[src/rtl/gpio_setclr_pkg.sv]
package gpio_setclr_pkg;

    localparam int BUS_W = 8;
    localparam int OFS_W = 4;

    localparam logic [OFS_W-1:0] OFS_INPUT = 4'h4;
    localparam logic [OFS_W-1:0] OFS_ROUTE = 4'hD;
    localparam logic [OFS_W-1:0] OFS_SET   = 4'hE;
    localparam logic [OFS_W-1:0] OFS_CLR   = 4'hF;

    typedef enum logic [1:0] {
        WK_NONE  = 2'd0,
        WK_SET   = 2'd1,
        WK_CLR   = 2'd2,
        WK_ROUTE = 2'd3
    } wr_kind_e;

    typedef enum logic [1:0] {
        RS_ZERO  = 2'd0,
        RS_INPUT = 2'd1,
        RS_ROUTE = 2'd2
    } rd_sel_e;

    typedef struct packed {
        wr_kind_e          kind;
        logic [BUS_W-1:0]  mask;
    } wr_cmd_t;

    typedef struct packed {
        logic     fire;
        rd_sel_e  sel;
    } rd_cmd_t;

    function automatic logic [BUS_W-1:0] apply_mask(
        input logic [BUS_W-1:0] cur,
        input wr_cmd_t          cmd
    );
        logic [BUS_W-1:0] nxt;
        case (cmd.kind)
            WK_SET:  nxt = cur | cmd.mask;
            WK_CLR:  nxt = cur & ~cmd.mask;
            default: nxt = cur;
        endcase
        return nxt;
    endfunction

endpackage

[src/rtl/gpio_regdec.sv]
module gpio_regdec
    import gpio_setclr_pkg::*;
(
    input  logic              wr_en,
    input  logic              rd_en,
    input  logic [OFS_W-1:0]  addr,
    input  logic [BUS_W-1:0]  wr_data,
    output wr_cmd_t           wcmd,
    output rd_cmd_t           rcmd
);

    always_comb begin
        wcmd.kind = WK_NONE;
        wcmd.mask = wr_data;
        if (wr_en) begin
            case (addr)
                OFS_SET:   wcmd.kind = WK_SET;
                OFS_CLR:   wcmd.kind = WK_CLR;
                OFS_ROUTE: wcmd.kind = WK_ROUTE;
                default:   wcmd.kind = WK_NONE;
            endcase
        end
    end

    always_comb begin
        rcmd.fire = rd_en;
        case (addr)
            OFS_INPUT: rcmd.sel = RS_INPUT;
            OFS_ROUTE: rcmd.sel = RS_ROUTE;
            default:   rcmd.sel = RS_ZERO;
        endcase
    end

endmodule

[src/rtl/gpio_outport.sv]
module gpio_outport
    import gpio_setclr_pkg::*;
#(
    parameter int OUT_W = 8
) (
    input  logic              clk,
    input  logic              rst,
    input  wr_cmd_t           wcmd,
    input  logic [OUT_W-1:0]  alt_src,
    output logic [OUT_W-1:0]  route_q,
    output logic [OUT_W-1:0]  pins
);

    logic [OUT_W-1:0] latch_q;
    logic [BUS_W-1:0] latch_ext;
    logic [BUS_W-1:0] latch_nxt;

    assign latch_ext = BUS_W'(latch_q);
    assign latch_nxt = apply_mask(latch_ext, wcmd);

    always_ff @(posedge clk) begin
        if (rst) begin
            latch_q <= '0;
            route_q <= '0;
        end else begin
            latch_q <= latch_nxt[OUT_W-1:0];
            if (wcmd.kind == WK_ROUTE)
                route_q <= wcmd.mask[OUT_W-1:0];
        end
    end

    for (genvar i = 0; i < OUT_W; i++) begin : g_pin
        assign pins[i] = route_q[i] ? alt_src[i] : ~latch_q[i];
    end

    AST_SET_TAKES: assert property (@(posedge clk) disable iff (rst)
        (wcmd.kind == WK_SET) |=>
            ((latch_q & $past(wcmd.mask[OUT_W-1:0])) == $past(wcmd.mask[OUT_W-1:0])));
    AST_CLR_TAKES: assert property (@(posedge clk) disable iff (rst)
        (wcmd.kind == WK_CLR) |=> ((latch_q & $past(wcmd.mask[OUT_W-1:0])) == '0));
    AST_LATCH_IDLE: assert property (@(posedge clk) disable iff (rst)
        (wcmd.kind != WK_SET && wcmd.kind != WK_CLR) |=> $stable(latch_q));
    AST_RESET_CLEAN: assert property (@(posedge clk)
        $fell(rst) |-> (latch_q == '0 && route_q == '0));

endmodule

[src/rtl/gpio_insync.sv]
module gpio_insync #(
    parameter int IN_W        = 7,
    parameter int SYNC_STAGES = 2
) (
    input  logic             clk,
    input  logic             rst,
    input  logic [IN_W-1:0]  pins_async,
    output logic [IN_W-1:0]  pins_sync
);

    logic [IN_W-1:0] stage_q [SYNC_STAGES];

    always_ff @(posedge clk) stage_q[0] <= pins_async;

    for (genvar s = 1; s < SYNC_STAGES; s++) begin : g_stage
        always_ff @(posedge clk) stage_q[s] <= stage_q[s-1];
    end

    assign pins_sync = stage_q[SYNC_STAGES-1];

    AST_SYNC_DEPTH: assert property (@(posedge clk) disable iff (rst)
        pins_sync == $past(pins_async, SYNC_STAGES));

endmodule

[src/rtl/gpio_setclr_port.sv]
module gpio_setclr_port
    import gpio_setclr_pkg::*;
#(
    parameter int OUT_W       = 8,
    parameter int IN_W        = 7,
    parameter int SYNC_STAGES = 2
) (
    input  logic              clk,
    input  logic              rst,
    input  logic              wr_en,
    input  logic              rd_en,
    input  logic [3:0]        addr,
    input  logic [7:0]        wr_data,
    output logic [7:0]        rd_data,
    input  logic [OUT_W-1:0]  alt_src,
    input  logic [IN_W-1:0]   in_pins,
    output logic [OUT_W-1:0]  out_pins
);

    wr_cmd_t          wcmd;
    rd_cmd_t          rcmd;
    logic [OUT_W-1:0] route_q;
    logic [IN_W-1:0]  in_sync;

    gpio_regdec u_dec (
        .wr_en   (wr_en),
        .rd_en   (rd_en),
        .addr    (addr),
        .wr_data (wr_data),
        .wcmd    (wcmd),
        .rcmd    (rcmd)
    );

    gpio_outport #(.OUT_W(OUT_W)) u_out (
        .clk     (clk),
        .rst     (rst),
        .wcmd    (wcmd),
        .alt_src (alt_src),
        .route_q (route_q),
        .pins    (out_pins)
    );

    gpio_insync #(.IN_W(IN_W), .SYNC_STAGES(SYNC_STAGES)) u_sync (
        .clk        (clk),
        .rst        (rst),
        .pins_async (in_pins),
        .pins_sync  (in_sync)
    );

    always_ff @(posedge clk) begin
        if (rst) begin
            rd_data <= '0;
        end else if (rcmd.fire) begin
            case (rcmd.sel)
                RS_INPUT: rd_data <= BUS_W'(in_sync);
                RS_ROUTE: rd_data <= BUS_W'(route_q);
                default:  rd_data <= '0;
            endcase
        end
    end

    AST_UNMAPPED_ZERO: assert property (@(posedge clk) disable iff (rst)
        (rd_en && addr != OFS_INPUT && addr != OFS_ROUTE) |=> (rd_data == '0));
    AST_RD_HOLD: assert property (@(posedge clk) disable iff (rst)
        !rd_en |=> $stable(rd_data));

endmodule

[config.mk]
export PLATFORM = sky130hd
export DESIGN_NAME = gpio_setclr_port
export DESIGN_NICKNAME = d
export VERILOG_FILES = /design/src/rtl/gpio_setclr_pkg.sv /design/src/rtl/gpio_regdec.sv /design/src/rtl/gpio_outport.sv /design/src/rtl/gpio_insync.sv /design/src/rtl/gpio_setclr_port.sv
export SDC_FILE = /design/constraint.sdc
export NUM_CORES = 1
export LEC_CHECK = 0
export ABC_CLOCK_PERIOD_IN_PS = 1850
export CORE_MARGIN = 2
export CORE_UTILIZATION = 54
export DETAILED_ROUTE_END_ITERATION = 12
export DONT_BUFFER_PORTS = 1
export PLACE_DENSITY = 0.7
export SETUP_SLACK_MARGIN = 0.2
export SYNTH_ARGS = -nofsm -noshare
export SYNTH_HDL_FRONTEND = slang
export SYNTH_SLANG_ARGS = --single-unit
[constraint.sdc]
create_clock -name clk -period 1.85 [get_ports clk]
set_input_delay 0.37 -clock clk [delete_from_list [all_inputs] [get_ports clk]]
set_output_delay 0.37 -clock clk [all_outputs]
set_load 0.005 [all_outputs]
==> impl_metrics.toml, run 1 <==
[detailed_routing]
routedWlPerCell_um = 14.6
dr.pass1.iters = 4
num_vias = 1013
drc_errors = 0
drt_wl_total_mm = 2.63
viasPerCell = 5.63
drtIter0Drc = 34
postRouteAntennaNets = 0

[cts]
cts.sinks = 38
cts_buffers = 5
cts_resized = 0
hold_buffers = 0
clk_pin_slew_worst_paths_ns = 0.12
cts_tree = "done"
clockBufferDepth = 2
htreeDepth = 2
clk_root_buffer_cell = "clkbuf_4"
clk_latency_ns = 0.35
post-cts-setup-buffers = 0

[status]
status = "completed"

[place]
globalplace.congestion = 0.738
port_buffers = 0
dp_cells = 172
place_hpwl_mm = 1.89

[global_route]
grt-ovfl-total = 0
grt_pass1_wl_mm = 4.32
track_usage_pct = 18.0
grt_max_degree = 26
grt_pass1_vias = 942
antenna_found_initial = 0

[floorplanning]
coreArea_um2 = 2540
die_w_um = 56.3
rows = 18
start_util_pct = 58.1
die_y_um = 56.3
io_pins = 47
dieArea_um2 = 3170

[layout]
drive_gt1_share_pct = 9.33
layout_common_cells = "dfxtp_1 (38), inv_1 (16), nor2_1 (10)"
final_net_count = 184
regArea_um2 = 761
multi_input_area_um2 = 621
fin_cells = 180
fill_cells = 198
syn_to_final_growth_pct = 8.04
antenna_cells = 0
final_common_cell = "dfxtp_1"

[synthesis]
synth_area_um2 = 1480
ys_async_sr_fraction_pct = 0
ys.flop_type = "dfxtp_1"
synth-seq-area-share_pct = 51.5
synth_edf_count = 0
ys_ff_latch = 38
synth_nets = 184
yosys_warnings = 0
synth.avg_cell_area_um2 = 9.92
synth_cell_types = 25
syn_inst = 149

[sta]
slew_headroom_pct = 76.8
hold_violations = 0
fin_worst_skew_ns = 0.0103
whs_ns = 0.0343
fin_crit_ns = 1.52
tightest_slew_ns = 0.348
maxSlewViolCount = 0
rsz0062_at_grt = "no"
setup_viol = 0
fmax_mhz = 657
setup_tns_ns = 0
finalCritPeriodShare_pct = 82.2

[setup_path]
r2r_cells = 2
crit_arrival_ns = 1.78
endpoint_kind = "flip-flop"
crit_type = "in2reg"
worst_ep_required_time_ns = 2.11
crit_path_start_kind = "input port"
cp_max_fo = 7

[pwr]
peakVddDrop_uv = 729
p_leak_nw = 0.572
power_mw = 1.59
powerDensity_nw_per_um2 = 998

[run]
maxCapViolCount = 0

[worst_hold_path]
hold_class = "in2reg"
holdPathStages = 0
==> cell usage after synthesis (2+ instances only) <==
master,number,area (um^2)
nand2_1,8,30.0
a211oi_1,8,60.1
ha_1,4,50.1
o32ai_1,7,61.3
a22oi_1,7,52.6
and3b_1,8,70.1
inv_1,16,60.1
dfxtp_1,38,761
o21ai_0,8,40.0
nand3_1,2,10.0
buf_2,3,15.0
buf_6,2,22.5
nand2b_1,8,50.1
mux2i_1,8,80.1
nor2_1,10,37.5
clkbuf_1,3,11.3
==> layout make-up <==
type                       count  area share, %
clock buffer                   5           2.35
clock inverter                 3           4.31
inverter                      17           4.00
multi-input combinational     86           38.9
sequential                    38           47.6
tap                           30           2.35
timing repair buffer           1          0.470
==> final timing paths <==
check	start	end	slack, ns
setup reg to reg	rd_data[0]$_SDFFE_PP0P_	rd_data[0]$_SDFFE_PP0P_	1.08
hold reg to reg	u_sync.stage_q[0][3]$_DFF_P_	u_sync.stage_q[0][10]$_DFF_P_	0.33
setup / recovery	addr[1]	rd_data[5]$_SDFFE_PP0P_	0.33
hold / removal	in_pins[0]	u_sync.stage_q[0][0]$_DFF_P_	0.03
==> report_power, final <==
| part | switching [mW] | internal [mW] | leakage [nW] |
|---|---|---|---|
| logic | 0.0227 | 0.0234 | 0.205 |
| registers | 0.00736 | 0.842 | 0.312 |
| clock network | 0.275 | 0.422 | 0.0554 |
| total | 0.305 | 1.29 | 0.572 |
==> metrics by stage <==
step / util, % / instance area (um^2) / worst slack [ns]
finish: 62.7 / 1600 / 0.328
global route: 62.7 / 1600 / 0.305
CTS: 62.7 / 1600 / 0.339
detailed placement: 58.6 / 1490 / -0.0328
global placement: 58.6 / 1490 / 0.00804
floorplan: - / 1490 / 0.0451
==> worst max-delay path, cell delays in order <==
cell and delay [ns]:
or4b_4 0.55, ha_4 0.22, or3b_1 0.48, o32ai_1 0.16
==> logic make-up after synthesis <==
group                      synth area share [%]
AOI/OAI and AO/OA                          14.8
xor gates and xnor gates                  0.593
adders and majority gates                  3.39
buffers and inverters                      7.62
DFF                                        51.5
muxes                                      5.42
and+or+nand+nor                            16.7
==> metal layers <==
| layer | vias up | GRT usage, % | share of wire, % |
|---|---|---|---|
| met5 | - | 0 | 0 |
| met4 | 0 | 7.48 | 1.8 |
| met3 | 5 | 7.60 | 7.0 |
| met2 | 34 | 30.8 | 49 |
| met1 | 458 | 19.6 | 42 |
| li1 | 516 | - | - |
(Power assumes the default switching activity.)
==> run 2: changes to the inputs <==
--- a/config.mk
+++ b/config.mk
@@ -5,12 +5,12 @@
 export SDC_FILE = /design/constraint.sdc
 export NUM_CORES = 1
 export LEC_CHECK = 0
-export ABC_CLOCK_PERIOD_IN_PS = 1850
+export ABC_CLOCK_PERIOD_IN_PS = 1400
 export CORE_MARGIN = 2
-export CORE_UTILIZATION = 54
+export CORE_UTILIZATION = 55
 export DETAILED_ROUTE_END_ITERATION = 12
 export DONT_BUFFER_PORTS = 1
-export PLACE_DENSITY = 0.7
+export PLACE_DENSITY = 0.68
 export SETUP_SLACK_MARGIN = 0.2
 export SYNTH_ARGS = -nofsm -noshare
 export SYNTH_HDL_FRONTEND = slang
==> constraint.sdc (replaced) <==
create_clock -name clk -period 1.4 [get_ports clk]
set_input_delay 0.28 -clock clk [delete_from_list [all_inputs] [get_ports clk]]
set_output_delay 0.28 -clock clk [all_outputs]
set_load 0.005 [all_outputs]
==> impl_metrics.toml, run 2 (synthesis results as in run 1) <==
[cts]
clockBufferDepth = 2
clk_latency_ns = 0.33
cts_tree = "done"
clk_pin_slew_worst_paths_ns = 0.11
clk_root_buffer_cell = "clkbuf_4"
htreeDepth = 2
cts_buffers = 5
cts.sinks = 38

[layout]
final_common_cell = "dfxtp_1"
final_net_count = 197
syn_to_final_growth_pct = 23.3
finalCoreUtilization_pct = 72.2
layout_common_cells = "dfxtp_1 (30), inv_1 (16), dlygate4sd3_1 (10)"
antenna_cells = 0
drive_gt1_share_pct = 22.7
fin_cells = 193

[setup_path]
worst_ep_required_time_ns = 1.64
cp_max_fo = 7
slowest_stage = "or4b_4"
crit_type = "in2reg"
slowest_delay_ns = 0.54
endpoint_kind = "flip-flop"
crit_arrival_ns = 1.63
crit_path_start_kind = "input port"
cp_top_family = "simple AND/OR/NAND/NOR gates"
worstPathCellList = "or4b_4 > ha_4 > or3b_4 > o32ai_1"
critPathBufInv = 0

[detailed_routing]
postRouteAntennaNets = 0
drt_wl_total_mm = 3.29
routedWlPerCell_um = 17.1
num_vias = 1139
dr.pass1.iters = 4
drc_errors = 0
drtIter0Drc = 22
viasPerCell = 5.90

[sta]
fin_worst_skew_ns = 0.00455
maxSlewViolCount = 0
rsz0062_at_grt = "yes"
slew_headroom_pct = 68.7
setup_viol = 0
finalCritPeriodShare_pct = 99.1
hold_violations = 0
fmax_mhz = 721
setup_tns_ns = 0
whs_ns = 0.0347
tightest_slew_ns = 0.467
fin_crit_ns = 1.39

[place]
dp_cells = 173
place_hpwl_mm = 2.04
globalplace.congestion = 0.824
port_buffers = 0

[run]
maxCapViolCount = 0

[global_route]
grt_pass1_vias = 1161
grt-ovfl-total = 0
antenna_found_initial = 0
track_usage_pct = 21.8
grt_max_degree = 21
grt_pass1_wl_mm = 5.13

[worst_hold_path]
hold_class = "in2reg"

[pwr]
powerDensity_nw_per_um2 = 1190
p_leak_nw = 0.644
peakVddDrop_uv = 1190

[floorplanning]
rows = 18
io_pins = 47
start_util_pct = 58.6
die_w_um = 55.8
die_y_um = 55.8
dieArea_um2 = 3120
coreArea_um2 = 2520

[status]
status = "completed"
run 2: area by class of cell:
cell class / count / area, um^2
inverter: 17 / 63.8
clock inverter: 2 / 60.1
tap: 30 / 37.5
multi-input combinational: 86 / 683
sequential: 38 / 783
timing repair buffer: 14 / 143
clock buffer: 6 / 51.3
fill: 206 / 701
run 2: per-stage QoR:
| step | area, um^2 | total power [mW] | setup slack [ns] |
|---|---|---|---|
| after global placement | 1530 | 1.21 | -0.352 |
| after CTS | 1760 | 2.18 | 0.0477 |
| final | 1820 | 2.17 | 0.0122 |
| after detailed placement | 1530 | 1.22 | -0.402 |
| after floorplan | 1530 | 1.22 | -0.315 |
| after global routing | 1820 | 2.25 | -0.0112 |
run 2: final timing paths:
| check | from | end | slack (ns) | depth (start not counted) |
|---|---|---|---|---|
| setup / recovery | addr[1] | rd_data[4]$_SDFFE_PP0P_ | 0.01 | 4 |
| hold / removal | rst | rd_data[0]$_SDFFE_PP0P_ | 0.03 | 1 |
| setup reg to reg | u_out.route_q[1]$_SDFFE_PP0N_ | rd_data[1]$_SDFFE_PP0P_ | 0.55 | 3 |
| hold reg to reg | u_sync.stage_q[0][6]$_DFF_P_ | u_sync.stage_q[0][13]$_DFF_P_ | 0.34 | 0 |
run 2: report_power, final:
part	total, mW	leakage, nW	internal [mW]	switching, mW
clock network	0.952	0.0585	0.605	0.347
logic	0.106	0.268	0.0589	0.0474
registers	1.12	0.318	1.10	0.0127
run 2: repair_timing:
action                     in CTS  in global routing
hold buffers                    9                  1
gates resized for setup        15                 16
buffers inserted                1                  1
setup endpoints to repair      15                 28
gates cloned                    0                  0
hold endpoints to repair       13                 11
run 2: worst register-to-register path, cell delays in order (launching register included):
cell and delay, ns:
dfxtp_2 0.35, buf_4 0.13, a22oi_1 0.16, o32ai_1 0.09
run 2: layer usage:
| layer | track usage [%] | part of all wire [%] | vias up |
|---|---|---|---|
| li1 | - | - | 545 |
| met1 | 23.8 | 39 | 550 |
| met2 | 38.4 | 54 | 40 |
| met3 | 9.07 | 7.0 | 4 |
| met4 | 6.80 | 0.70 | 0 |
| met5 | 0 | 0 | - |
